==> src/rtl/burst_pkg.sv <==
package burst_pkg;
  typedef enum logic {
    ORD_LINEAR     = 1'b0,
    ORD_INTERLEAVE = 1'b1
  } order_e;
endpackage

==> src/rtl/burst_beat_cnt.sv <==
module burst_beat_cnt #(
  parameter int BEAT_W = 2
) (
  input  logic              clk,
  input  logic              rst,
  input  logic              clear,
  input  logic              adv,
  output logic [BEAT_W-1:0] cnt_q,
  output logic [BEAT_W-1:0] cnt_d
);
  always_comb begin
    if (clear)    cnt_d = '0;
    else if (adv) cnt_d = cnt_q + 1'b1;
    else          cnt_d = cnt_q;
  end

  always_ff @(posedge clk) begin
    if (rst) cnt_q <= '0;
    else     cnt_q <= cnt_d;
  end

  // a step with no clear moves the count by exactly one
  a_r4_count_step: assert property (@(posedge clk) disable iff (rst)
    (!clear && adv) |=> (cnt_q == $past(cnt_q) + 1'b1));

  // no step, no clear keeps the count
  a_r5_count_hold: assert property (@(posedge clk) disable iff (rst)
    (!clear && !adv) |=> $stable(cnt_q));
endmodule

==> src/rtl/burst_lowbits.sv <==
module burst_lowbits
  import burst_pkg::*;
#(
  parameter int BEAT_W = 2
) (
  input  order_e            order,
  input  logic [BEAT_W-1:0] base_lo,
  input  logic [BEAT_W-1:0] beat,
  output logic [BEAT_W-1:0] lo
);
  logic [BEAT_W-1:0] lo_xor;
  logic [BEAT_W-1:0] lo_add;

  assign lo_xor = base_lo ^ beat;
  assign lo_add = base_lo + beat;

  always_comb begin
    if (order == ORD_INTERLEAVE) lo = lo_xor;
    else                         lo = lo_add;
  end
endmodule

==> src/rtl/burst_addr_seq.sv <==
module burst_addr_seq
  import burst_pkg::*;
#(
  parameter int ADDR_W = 17,
  parameter int BEAT_W = 2
) (
  input  logic              clk,
  input  logic              rst,
  input  logic              start,
  input  logic [ADDR_W-1:0] ext_addr,
  input  logic              step_n,
  input  logic              order_sel,
  output logic [ADDR_W-1:0] addr_q
);
  localparam int HI_W = ADDR_W - BEAT_W;

  logic [HI_W-1:0]   base_hi_q, base_hi_d;
  logic [BEAT_W-1:0] base_lo_q, base_lo_d;
  order_e            order_q, order_d;
  logic [BEAT_W-1:0] beat_q, beat_d;
  logic [BEAT_W-1:0] lo_d;

  burst_beat_cnt #(.BEAT_W(BEAT_W)) u_cnt (
    .clk   (clk),
    .rst   (rst),
    .clear (start),
    .adv   (!step_n),
    .cnt_q (beat_q),
    .cnt_d (beat_d)
  );

  always_comb begin
    if (start) begin
      base_hi_d = ext_addr[ADDR_W-1:BEAT_W];
      base_lo_d = ext_addr[BEAT_W-1:0];
      order_d   = order_e'(order_sel);
    end else begin
      base_hi_d = base_hi_q;
      base_lo_d = base_lo_q;
      order_d   = order_q;
    end
  end

  burst_lowbits #(.BEAT_W(BEAT_W)) u_lo (
    .order   (order_d),
    .base_lo (base_lo_d),
    .beat    (beat_d),
    .lo      (lo_d)
  );

  always_ff @(posedge clk) begin
    if (rst) begin
      base_hi_q <= '0;
      base_lo_q <= '0;
      order_q   <= ORD_INTERLEAVE;
      addr_q    <= '0;
    end else begin
      base_hi_q <= base_hi_d;
      base_lo_q <= base_lo_d;
      order_q   <= order_d;
      addr_q    <= {base_hi_d, lo_d};
    end
  end

  // start captures the external address, step or not
  a_r1_capture: assert property (@(posedge clk) disable iff (rst)
    start |=> (addr_q == $past(ext_addr)));

  // hold cycle keeps the output address
  a_r5_hold: assert property (@(posedge clk) disable iff (rst)
    (!start && step_n) |=> $stable(addr_q));

  // upper bits stay put without a start
  a_r7_upper: assert property (@(posedge clk) disable iff (rst)
    !start |=> $stable(addr_q[ADDR_W-1:BEAT_W]));

  // a step always changes the low bits
  a_r4_moves: assert property (@(posedge clk) disable iff (rst)
    (!start && !step_n) |=> (addr_q[BEAT_W-1:0] != $past(addr_q[BEAT_W-1:0])));

  // reset clears the address
  a_r9_reset: assert property (@(posedge clk)
    rst |=> (addr_q == '0));
endmodule

==> config.mk <==
export PLATFORM = sky130hd
export DESIGN_NAME = burst_addr_seq
export DESIGN_NICKNAME = d
export VERILOG_FILES = /design/src/rtl/burst_pkg.sv /design/src/rtl/burst_beat_cnt.sv /design/src/rtl/burst_lowbits.sv /design/src/rtl/burst_addr_seq.sv
export SDC_FILE = /design/constraint.sdc
export NUM_CORES = 1
export LEC_CHECK = 0
export ABC_AREA = 1
export BUFFER_PORTS_ARGS = -buffer_cell sky130_fd_sc_hd__buf_2
export CAP_MARGIN = 20
export CORE_MARGIN = 1
export CORE_UTILIZATION = 25
export DETAILED_ROUTE_END_ITERATION = 6
export SLEW_MARGIN = 15
export SYNTH_ARGS = -nofsm -noshare
export SYNTH_HDL_FRONTEND = slang
export SYNTH_SLANG_ARGS = --single-unit
==> constraint.sdc <==
create_clock -name clk -period 1.51 [get_ports clk]
set_input_delay 0.302 -clock clk [delete_from_list [all_inputs] [get_ports clk]]
set_output_delay 0.302 -clock clk [all_outputs]
set_load 0.005 [all_outputs]
==> results.md, run 1 <==
* Dominant cell by count in the synthesized netlist: nor2_1
* Vias in the first global route at 709
* Max rail drop VDD at 0.2079 mV
* Period utilization at 86.02%
* Nets at 177
* Clk_lat worst skew at 0.30 ns
* Slowest CP cell: dfxtp_1
* Avg WL per Cell at 9.769 um
* DP Worst Slack at 0.1205 ns
* Outcome: finished clean
* Grt met1 use at 14.97%
* Htree depth at 1
* Avg Vias per Cell at 4.106
* Detail Route Antenna Nets at 0
* Final wirelength at 1944 um
* Rel. slew slack at 70.12%
* Area Growth Syn to Fin at 31.21%
* Ranking of synthesized cells by area: dfxtp_1 (51%), nor2_1 (16%), o21ai_0 (8.7%)
* Slew at the pin closest to its max-slew limit at 0.4478 ns
* Post-Syn Area at 865.8 um^2
* Number of flops mapped to enable cells by yosys at 0
* Full die area at 0.003703 mm^2
* Cts bufs inserted at 3
* Port bufs at 38
* Synth Warn # at 0
* Worst Setup End Kind: register
* Layout cell share with drive strength beyond 1 at 35.29%
* Syn avg cell area at 7.731 um^2
* Fmax at 769.9 MHz
* Fin. max-slew vios at 0
* Final HPWL DP at 1431 um
* Pwr per Cell Area at 985.6 mW/mm^2
* Final setup vio count at 0
* Row count at 21
* Filler instances at 387
* Post-Syn Nets at 135
* Vias at 817
* Synth Flop Type: dfxtp_1
* Sink Count at 22
* Global-route wire length before repair at 3070 um
* Total grt overflow at 0
* Crit path largest cell delay at 0.37 ns
* Skew final at 0.006624 ns
* Post-CTS resize count at 0
* 1st-pass router iterations at 4
* P_leak at 0.5849 nW
* Final core occ at 34.05%
* Clock-pin slew on the worst setup and hold paths at 0.12 ns
* CTS tree: done
* Post-synth top cells: nor2_1 (37), dfxtp_1 (22), o21ai_0 (15)
* Delay-heaviest family, CP: simple AND/OR/NAND/NOR gates
* CP Cell Sequence: inv_1, nor2_1, nor3_1, ha_1, nand3_2, nand2_2, a21oi_1, nor2_1
* Cell taking the most area after synthesis: dfxtp_1
* Die extent in y at 60.85 um
* Clock root buffer: clkbuf_4
* Initial antenna violation count at 0
* Gate Count Post-Synth at 112
* Busiest grt layer: met2
* DRC Markers at 0
* Largest net degree at the start of global routing at 18
* Sequential element share of the synthesized area at 50.87%
* Worst setup SP type: register
* Met3 Use GR at 1.919%
* Final hold violations at 0
* Chip width at 60.85 um
* Synth unique cells at 16
* Crit path arrival time at 1.51 ns
* Buf/Inv on CP at 1
* Async SR Flop Fraction at 0%
* Worst path most repeated cell: nor2_1
* Initial Util at 25.95%
* Met2 Usage GRT at 17.90%
* Post-synthesis register bit count at 22
* Post-placement cell count at 195
* RSZ-0062 raised after global routing: no
* Req. time, crit path at 1.72 ns
* GPL Wtd Cong at 0.7850
* Post-route total power at 1.120 mW
* Yosys top cell area share at 50.87%
* Max_cap viols at 0
* Final min period at 1.299 ns
* Non-filler instance count after layout at 199
* Largest fanout on the critical path at 3
* Setup TNS at 0 ns
* Total GRT Usage at 11.55%
* Worst hold path type: in -> reg
* CP Class: reg -> reg
* ANT cells at 0
* Clock Tree Buf Depth at 2
* Iteration-0 DRC count of the detailed router at 13
* Core box area at 0.003337 mm^2
* Ports at 39
* Post-CTS setup buffer count at 0
* CTS Hold Bufs at 0
* Worst setup margin at 0.2111 ns
-- worst register-to-register path, stage by stage, from the launching register on --
cell     delay (ns)
dfxtp_1        0.37
inv_1          0.05
nor2_1         0.14
nor3_1         0.08
ha_1           0.22
nand3_2        0.09
nand2_2        0.05
a21oi_1        0.17
nor2_1         0.06
-- where the power goes --
| group | internal, mW | leakage (nW) | switching (mW) |
|---|---|---|---|
| Combinational | 0.0755 | 0.381 | 0.0870 |
| Clock | 0.147 | 0.0210 | 0.177 |
| Sequential | 0.618 | 0.182 | 0.0150 |
| Total | 0.841 | 0.585 | 0.279 |
-- through the flow --
stage	hold slack, ns	area [um^2]
5_1_grt	0.2004	1136
6_report	0.2050	1136
3_5_place_dp	0.4701	1100
2_1_floorplan	0.3711	865.8
4_1_cts	0.1889	1136
3_3_place_gp	0.4690	1100
-- worst paths after layout --
| path | depth (start not counted) | slack [ns] | endpoint | startpoint |
|---|---|---|---|---|
| worst max-delay path | 8 | 0.21 | addr_q[1]$_SDFF_PP0_ | u_cnt.cnt_q[0]$_SDFF_PP0_ |
| worst min-delay path | 3 | 0.20 | addr_q[11]$_SDFFE_PP0P_ | ext_addr[11] |
| worst max register to register | 8 | 0.21 | addr_q[1]$_SDFF_PP0_ | u_cnt.cnt_q[0]$_SDFF_PP0_ |
| worst min register to register | 2 | 0.49 | base_lo_q[0]$_SDFF_PP0_ | base_lo_q[0]$_SDFF_PP0_ |
-- registers in the layout, indices dropped and copies added, names as in the netlist --
name,flops
u_cnt.cnt_q,2
addr_q,17
order_q,1
base_lo_q,2
-- metal layers --
| metal | share of wire (%) | wire length (um) | vias up |
|---|---|---|---|
| met5 | 0 | 0 | - |
| met4 | 1.2 | 23 | 0 |
| met3 | 4.3 | 83 | 4 |
| met2 | 46 | 899 | 19 |
| met1 | 48 | 937 | 360 |
| li1 | - | - | 434 |
-- layout make-up --
| cell class | count | area (um^2) | area share (%) |
|---|---|---|---|
| Tap cell | 46 | 57.56 | 5.066 |
| Clock buffer | 4 | 36.28 | 3.194 |
| Sequential cell | 22 | 440.4 | 38.77 |
| Multi-Input combinational cell | 77 | 351.6 | 30.95 |
| Timing Repair Buffer | 42 | 220.2 | 19.38 |
| Inverter | 8 | 30.03 | 2.643 |
-- logic make-up (layout without fill, tap and decap cells) --
| kind of cell | count (synthesis) | count (layout) | share of synthesized area, % |
|---|---|---|---|
| AOI/OAI and AO/OA | 17 | 17 | 9.826 |
| adders and majority gates | 1 | 1 | 1.445 |
| buffers and inverters | 13 | 54 | 8.525 |
| DFF | 22 | 22 | 50.87 |
| and+or+nand+nor | 59 | 59 | 29.34 |
-- placed cells by master (no fill, tap or decap), drive strengths merged --
master / n
nor2: 37
ha: 1
nor3: 2
inv: 8
clkbuf: 4
a21oi: 2
nand2: 15
nor4: 1
dfxtp: 22
buf: 42
nand3: 4
o21ai: 15
No activity file was read; power rests on OpenSTA's default activity.
==> run 2, diff against run 1 <==
- CORE_MARGIN: 1 -> 5
- PLACE_DENSITY: default -> 0.59
==> results.md, run 2 (synthesis results as in run 1) <==
* Outcome: finished clean (unchanged)
* DRC Markers at 0 (unchanged)
* Final min period at 1.312 ns (was 1.299 ns)
* Max rail drop VDD at 0.2578 mV (was 0.2079 mV)
* Total GRT Usage at 9.168% (was 11.55%)
* Htree depth at 1 (unchanged)
* Full die area at 0.004740 mm^2 (was 0.003703 mm^2)
* Global-route wire length before repair at 3277 um (was 3070 um)
* Commonest cells after routing, fill and taps aside: buf_2 (38), nor2_1 (37), dfxtp_1 (22) (unchanged)
* Initial antenna violation count at 0 (unchanged)
* Post-placement cell count at 197 (was 195)
* Largest net degree at the start of global routing at 14 (was 18)
* Fmax at 762.3 MHz (was 769.9 MHz)
* P_leak at 0.5939 nW (was 0.5849 nW)
* Rel. slew slack at 86.58% (was 70.12%)
* Worst hold slack at 0.2144 ns (was 0.2050 ns)
* DP Worst Slack at 0.1667 ns (was 0.1205 ns)
* Post-CTS setup buffer count at 0 (unchanged)
* Initial Util at 25.95% (unchanged)
* Pwr per Cell Area at 969.6 mW/mm^2 (was 985.6 mW/mm^2)
* Avg WL per Cell at 10.07 um (was 9.769 um)
* Die extent in y at 68.85 um (was 60.85 um)
* Port bufs at 38 (unchanged)
* Vias at 814 (was 817)
* Area Growth Syn to Fin at 32.95% (was 31.21%)
* Final wirelength at 2025 um (was 1944 um)
* ANT cells at 0 (unchanged)
* Cts bufs inserted at 3 (unchanged)
* Post-route total power at 1.116 mW (was 1.120 mW)
* Core box area at 0.003337 mm^2 (unchanged)
* Largest fanout on the critical path at 3 (unchanged)
* Worst setup margin at 0.1981 ns (was 0.2111 ns)
* CP Class: reg -> reg (unchanged)
* RSZ-0062 raised after global routing: no (unchanged)
* Layout cell share with drive strength beyond 1 at 36.13% (was 35.29%)
* Post-CTS resize count at 0 (unchanged)
* Final setup vio count at 0 (unchanged)
* Clk_lat worst skew at 0.30 ns (about the same)
* CTS Hold Bufs at 0 (unchanged)
* Commonest non-fill, non-tap cell in the layout: buf_2 (unchanged)
* Period utilization at 86.88% (was 86.02%)
* Clock root buffer: clkbuf_4 (unchanged)
* Final HPWL DP at 1597 um (was 1431 um)
* Fin. max-slew vios at 0 (unchanged)
* Clock Tree Buf Depth at 2 (unchanged)
* Max reg flops at 17 (unchanged)
* Biggest register: addr_q (unchanged)
* Max_cap viols at 0 (unchanged)
* Worst setup SP type: register (unchanged)
* 1st-pass router iterations at 4 (unchanged)
* Non-filler instance count after layout at 201 (was 199)
* Req. time, crit path at 1.72 ns (about the same)
* Sink Count at 22 (unchanged)
* Clock-pin slew on the worst setup and hold paths at 0.12 ns (about the same)
* Setup TNS at 0 ns (unchanged)
* Nets at 179 (was 177)
* Chip width at 68.85 um (was 60.85 um)
* Iteration-0 DRC count of the detailed router at 24 (was 13)
* Largest registers: addr_q (17), base_lo_q (2), u_cnt.cnt_q (2) (unchanged)
* Vias in the first global route at 748 (was 709)
* Crit path arrival time at 1.52 ns (was 1.51 ns)
* GPL Wtd Cong at 0.7245 (was 0.7850)
* Ports at 39 (unchanged)
* Final hold violations at 0 (unchanged)
* Avg Vias per Cell at 4.050 (was 4.106)
* Filler instances at 374 (was 387)
* Row count at 21 (unchanged)
* Total grt overflow at 0 (unchanged)
* Worst hold path type: in -> reg (unchanged)
* CTS tree: done (unchanged)
* Skew final at 0.002808 ns (was 0.006624 ns)
* Slew at the pin closest to its max-slew limit at 0.1995 ns (was 0.4478 ns)
* Worst Setup End Kind: register (unchanged)
* Detail Route Antenna Nets at 0 (unchanged)
run 2: cell types whose count changed in the layout (fill, tap and decap cells not counted):
cell   before  now
buf_4       4    6
run 2: layer usage:
layer  vias up  part of all wire [%]  GRT usage [%]  wire length [um]
met3         2                   5.6          2.107               114
met4         0                  0.40          2.920                 8
met5         -                     0              0                 0
li1        436                     -              -                 -
met1       357                    49          11.87               997
met2        19                    45          15.00               905
run 2: area by class of cell:
| class | instances | area, um^2 | area share [%] |
|---|---|---|---|
| tap | 46 | 57.56 | 5.000 |
| clock buffer | 4 | 36.28 | 3.152 |
| inverter | 8 | 30.03 | 2.609 |
| multi-input combinational | 77 | 351.6 | 30.54 |
| sequential | 22 | 440.4 | 38.26 |
| timing repair buffer | 44 | 235.2 | 20.43 |
run 2: path summary, 6_finish.rpt:
check | from | end | slack, ns | cells past startpoint
worst max-delay path | u_cnt.cnt_q[0]$_SDFF_PP0_ | addr_q[1]$_SDFF_PP0_ | 0.20 | 8
worst min-delay path | ext_addr[9] | addr_q[9]$_SDFFE_PP0P_ | 0.21 | 3
worst max register to register | u_cnt.cnt_q[0]$_SDFF_PP0_ | addr_q[1]$_SDFF_PP0_ | 0.20 | 8
worst min register to register | base_lo_q[0]$_SDFF_PP0_ | base_lo_q[0]$_SDFF_PP0_ | 0.47 | 2
run 2: power breakdown:
part	switching, mW	leakage, nW	total [mW]	internal [mW]
combinational	0.0867	0.391	0.166	0.0797
sequential	0.0149	0.182	0.633	0.618
clock	0.169	0.0210	0.316	0.147
total	0.271	0.594	1.12	0.845
run 2: metrics by stage:
| step | cell area, um^2 | util [%] |
|---|---|---|
| finish | 1151 | 34.50 |
| CTS | 1151 | 34.50 |
| global route | 1151 | 34.50 |
| detailed placement | 1115 | 33.41 |
| floorplan | 865.8 | - |
| global placement | 1115 | 33.41 |
run 2: critical path: stages (launching register included):
cell	delay, ns
dfxtp_1	0.38
inv_1	0.05
nor2_1	0.17
nor3_1	0.08
ha_1	0.22
nand3_2	0.09
nand2_2	0.05
a21oi_1	0.13
nor2_1	0.06
==> run 3, diff against run 2 <==
- ABC_AREA: 1 -> 0
- RECOVER_POWER: default -> 25
==> results.md, run 3 <==
* Row count at 21 (unchanged)
* Fin. max-slew vios at 0 (unchanged)
* Part of the power in combinational logic at 15.6% (was 14.9%)
* Cts bufs inserted at 3 (unchanged)
* Largest net degree at the start of global routing at 23 (was 14)
* Crit path arrival time at 1.77 ns (was 1.52 ns)
* Final setup vio count at 1 (was 0)
* Final core occ at 35.16% (was 34.50%)
* Synth Flop Type: dfxtp_1 (unchanged)
* Global-route wire length before repair at 3091 um (was 3277 um)
* Vias at 668 (was 814)
* Vias in the first global route at 723 (was 748)
* Clock Power Share at 28.0% (was 28.3%)
* Final min period at 1.569 ns (was 1.312 ns)
* Die extent in y at 68.98 um (was 68.85 um)
* Ports at 39 (unchanged)
* Final wirelength at 1884 um (was 2025 um)
* Clock Tree Buf Depth at 2 (unchanged)
* Sequential share of power at 56.3% (was 56.7%)
* Psw at 0.2618 mW (was 0.2711 mW)
* Synth unique cells at 16 (unchanged)
* Skew final at 0.0004047 ns (was 0.002808 ns)
* Outcome: finished with violations (was finished clean)
* Chip width at 68.98 um (was 68.85 um)
* Htree depth at 1 (unchanged)
* Synth Warn # at 0 (unchanged)
* 1st-pass router iterations at 1 (was 4)
* Iteration-0 DRC count of the detailed router at 0 (was 24)
* Req. time, crit path at 1.71 ns (was 1.72 ns)
* Pwr per Cell Area at 949.6 mW/mm^2 (was 969.6 mW/mm^2)
* R2R depth at 7 (was 8)
* Gate Count Post-Synth at 80 (was 112)
* Post-synthesis register bit count at 22 (unchanged)
* Yosys top cell area share at 50.65% (was 50.87%)
* Worst Setup End Kind: register (unchanged)
* Largest fanout on the critical path at 2 (was 3)
* Hold path depth at 3 (unchanged)
* Post-synth top cells: dfxtp_1 (22), nor2_1 (19), mux2i_1 (18) (was nor2_1 (37), dfxtp_1 (22), o21ai_0 (15))
* Core box area at 0.003363 mm^2 (was 0.003337 mm^2)
* CP Class: reg -> reg (unchanged)
* Slew at the pin closest to its max-slew limit at 0.3844 ns (was 0.1995 ns)
* Final HPWL DP at 1429 um (was 1597 um)
* Avg WL per Cell at 11.28 um (was 10.07 um)
* Internal power at 0.8610 mW (was 0.8450 mW)
* Post-placement cell count at 162 (was 197)
* Port bufs at 38 (unchanged)
* Biggest register: addr_q (unchanged)
* Detail Route Antenna Nets at 0 (unchanged)
* Dominant cell by count in the synthesized netlist: dfxtp_1 (was nor2_1)
* Largest registers: addr_q (17), base_lo_q (2), u_cnt.cnt_q (2) (unchanged)
* Clock-pin slew on the worst setup and hold paths at 0.12 ns (about the same)
* CTS tree: done (unchanged)
* RSZ-0062 raised after global routing: yes (was no)
* Area Growth Syn to Fin at 35.97% (was 32.95%)
* Worst hold path type: in -> reg (unchanged)
* Initial Util at 25.86% (was 25.95%)
* Commonest cells after routing, fill and taps aside: buf_2 (38), dfxtp_1 (21), mux2i_1 (18), nor2_1 (18), nor2b_1 (5) (was buf_2 (38), nor2_1 (37), dfxtp_1 (22))
* Sequential element share of the synthesized area at 50.65% (was 50.87%)
* Worst setup SP type: register (unchanged)
* Rel. slew slack at 74.37% (was 86.58%)
* Async SR Flop Fraction at 0% (unchanged)
* Initial antenna violation count at 0 (unchanged)
* Post-Syn Nets at 103 (was 135)
* Max rail drop VDD at 0.3399 mV (was 0.2578 mV)
* Post-Syn Area at 869.6 um^2 (was 865.8 um^2)
* Nets at 145 (was 179)
* Syn avg cell area at 10.87 um^2 (was 7.731 um^2)
* P_leak at 0.5909 nW (was 0.5939 nW)
* DRC Markers at 0 (unchanged)
* Total grt overflow at 0 (unchanged)
* Clock root buffer: clkbuf_4 (unchanged)
* Ranking of synthesized cells by area: dfxtp_1 (51%), mux2i_1 (21%), nor2_1 (8.2%) (was dfxtp_1 (51%), nor2_1 (16%), o21ai_0 (8.7%))
* Total GRT Usage at 8.457% (was 9.168%)
* Worst setup margin at -0.05946 ns (was 0.1981 ns)
* Final std cell area, no fill at 0.001182 mm^2 (was 0.001151 mm^2)
* Commonest non-fill, non-tap cell in the layout: buf_2 (unchanged)
* Violated checks: setup timing
* Switching fraction of total power at 23.32% (was 24.29%)
* Number of flops mapped to enable cells by yosys at 0 (unchanged)
* Full die area at 0.004758 mm^2 (was 0.004740 mm^2)
* GPL Wtd Cong at 0.6536 (was 0.7245)
* Dpl cell area at 0.001105 mm^2 (was 0.001115 mm^2)
* Fmax at 637.2 MHz (was 762.3 MHz)
* Final hold violations at 0 (unchanged)
* Cell taking the most area after synthesis: dfxtp_1 (unchanged)
* ANT cells at 0 (unchanged)
* CTS Hold Bufs at 0 (unchanged)
* Clk_lat worst skew at 0.30 ns (about the same)
* Sink Count at 22 (unchanged)
* Period utilization at 103.9% (was 86.88%)
* Max_cap viols at 0 (unchanged)
* Non-filler instance count after layout at 167 (was 201)
* Layout cell share with drive strength beyond 1 at 45.45% (was 36.13%)
* Max reg flops at 17 (unchanged)
* Avg Vias per Cell at 4.000 (was 4.050)
-- run 3: stage by stage --
step	power (mW)	hold WS, ns	setup WS (ns)	TNS (ns)
floorplan	0.7427	0.3829	-0.1807	-0.1807
global placement	0.8036	0.4700	-0.1404	-0.1404
detailed placement	0.8097	0.4808	-0.2133	-0.2133
CTS	1.146	0.2198	-0.03343	-0.03343
global route	1.186	0.2196	-0.1233	-0.1233
finish	1.123	0.2310	-0.05946	-0.05946
-- run 3: what timing repair did --
item | 4_1_cts | 5_1_grt
gates resized for setup | 5 | 1
pin swaps | 4 | 0
gates cloned | 0 | 0
buffers inserted | 1 | 0
setup endpoints to repair | 1 | 1
endpoints found under the hold margin | 0 | 0
-- run 3: cells by family (layout without fill, tap and decap cells) --
group	Yosys count	count (layout)	share of synthesized area [%]
muxes	20	20	23.31
adders and majority gates	1	1	1.439
and+or+nand+nor	28	28	15.39
buffers and inverters	5	46	5.179
DFF	22	22	50.65
xor gates and xnor gates	3	3	3.022
AOI/OAI and AO/OA	1	1	1.007
-- run 3: cell type report --
class | instances | area [um^2]
Fill cell | 368 | 2181
Sequential cell | 22 | 441.7
Multi-Input combinational cell | 53 | 426.7
Timing Repair Buffer | 42 | 220.2
Tap cell | 46 | 57.56
Clock buffer | 4 | 36.28
-- run 3: final timing paths --
| path | endpoint | from | slack, ns |
|---|---|---|---|
| hold / removal | addr_q[13]$_SDFFE_PP0P_ | ext_addr[13] | 0.23 |
| setup reg to reg | addr_q[1]$_SDFF_PP0_ | u_cnt.cnt_q[0]$_SDFF_PP0_ | -0.06 |
| setup / recovery | addr_q[1]$_SDFF_PP0_ | u_cnt.cnt_q[0]$_SDFF_PP0_ | -0.06 |
| hold reg to reg | addr_q[10]$_SDFFE_PP0P_ | addr_q[10]$_SDFFE_PP0P_ | 0.50 |
-- run 3: critical path, stage by stage (launching register included) --
cell,delay [ns]
dfxtp_2,0.35
xor2_2,0.16
nor2_4,0.10
ha_4,0.16
nand2b_4,0.05
xnor2_1,0.12
mux2i_1,0.17
mux2_2,0.35
-- run 3: power groups by stage --
| stage | clock (mW) | sequential (mW) | combinational (mW) |
|---|---|---|---|
| 6_report | 0.315 | 0.633 | 0.176 |
| 5_1_grt | 0.352 | 0.636 | 0.199 |
| 4_1_cts | 0.336 | 0.633 | 0.177 |
| 3_5_place_dp | 0 | 0.645 | 0.165 |
| 3_3_place_gp | 0 | 0.643 | 0.161 |
| 2_1_floorplan | 0 | 0.646 | 0.0963 |
-- run 3: layer usage --
layer | GRT usage [%] | wire, um | vias to the layer above
li1 | - | - | 340
met1 | 10.29 | 800 | 305
met2 | 14.40 | 952 | 23
met3 | 2.593 | 131 | 0
met5 | 0 | 0 | -
met4 | 2.190 | 0 | 0
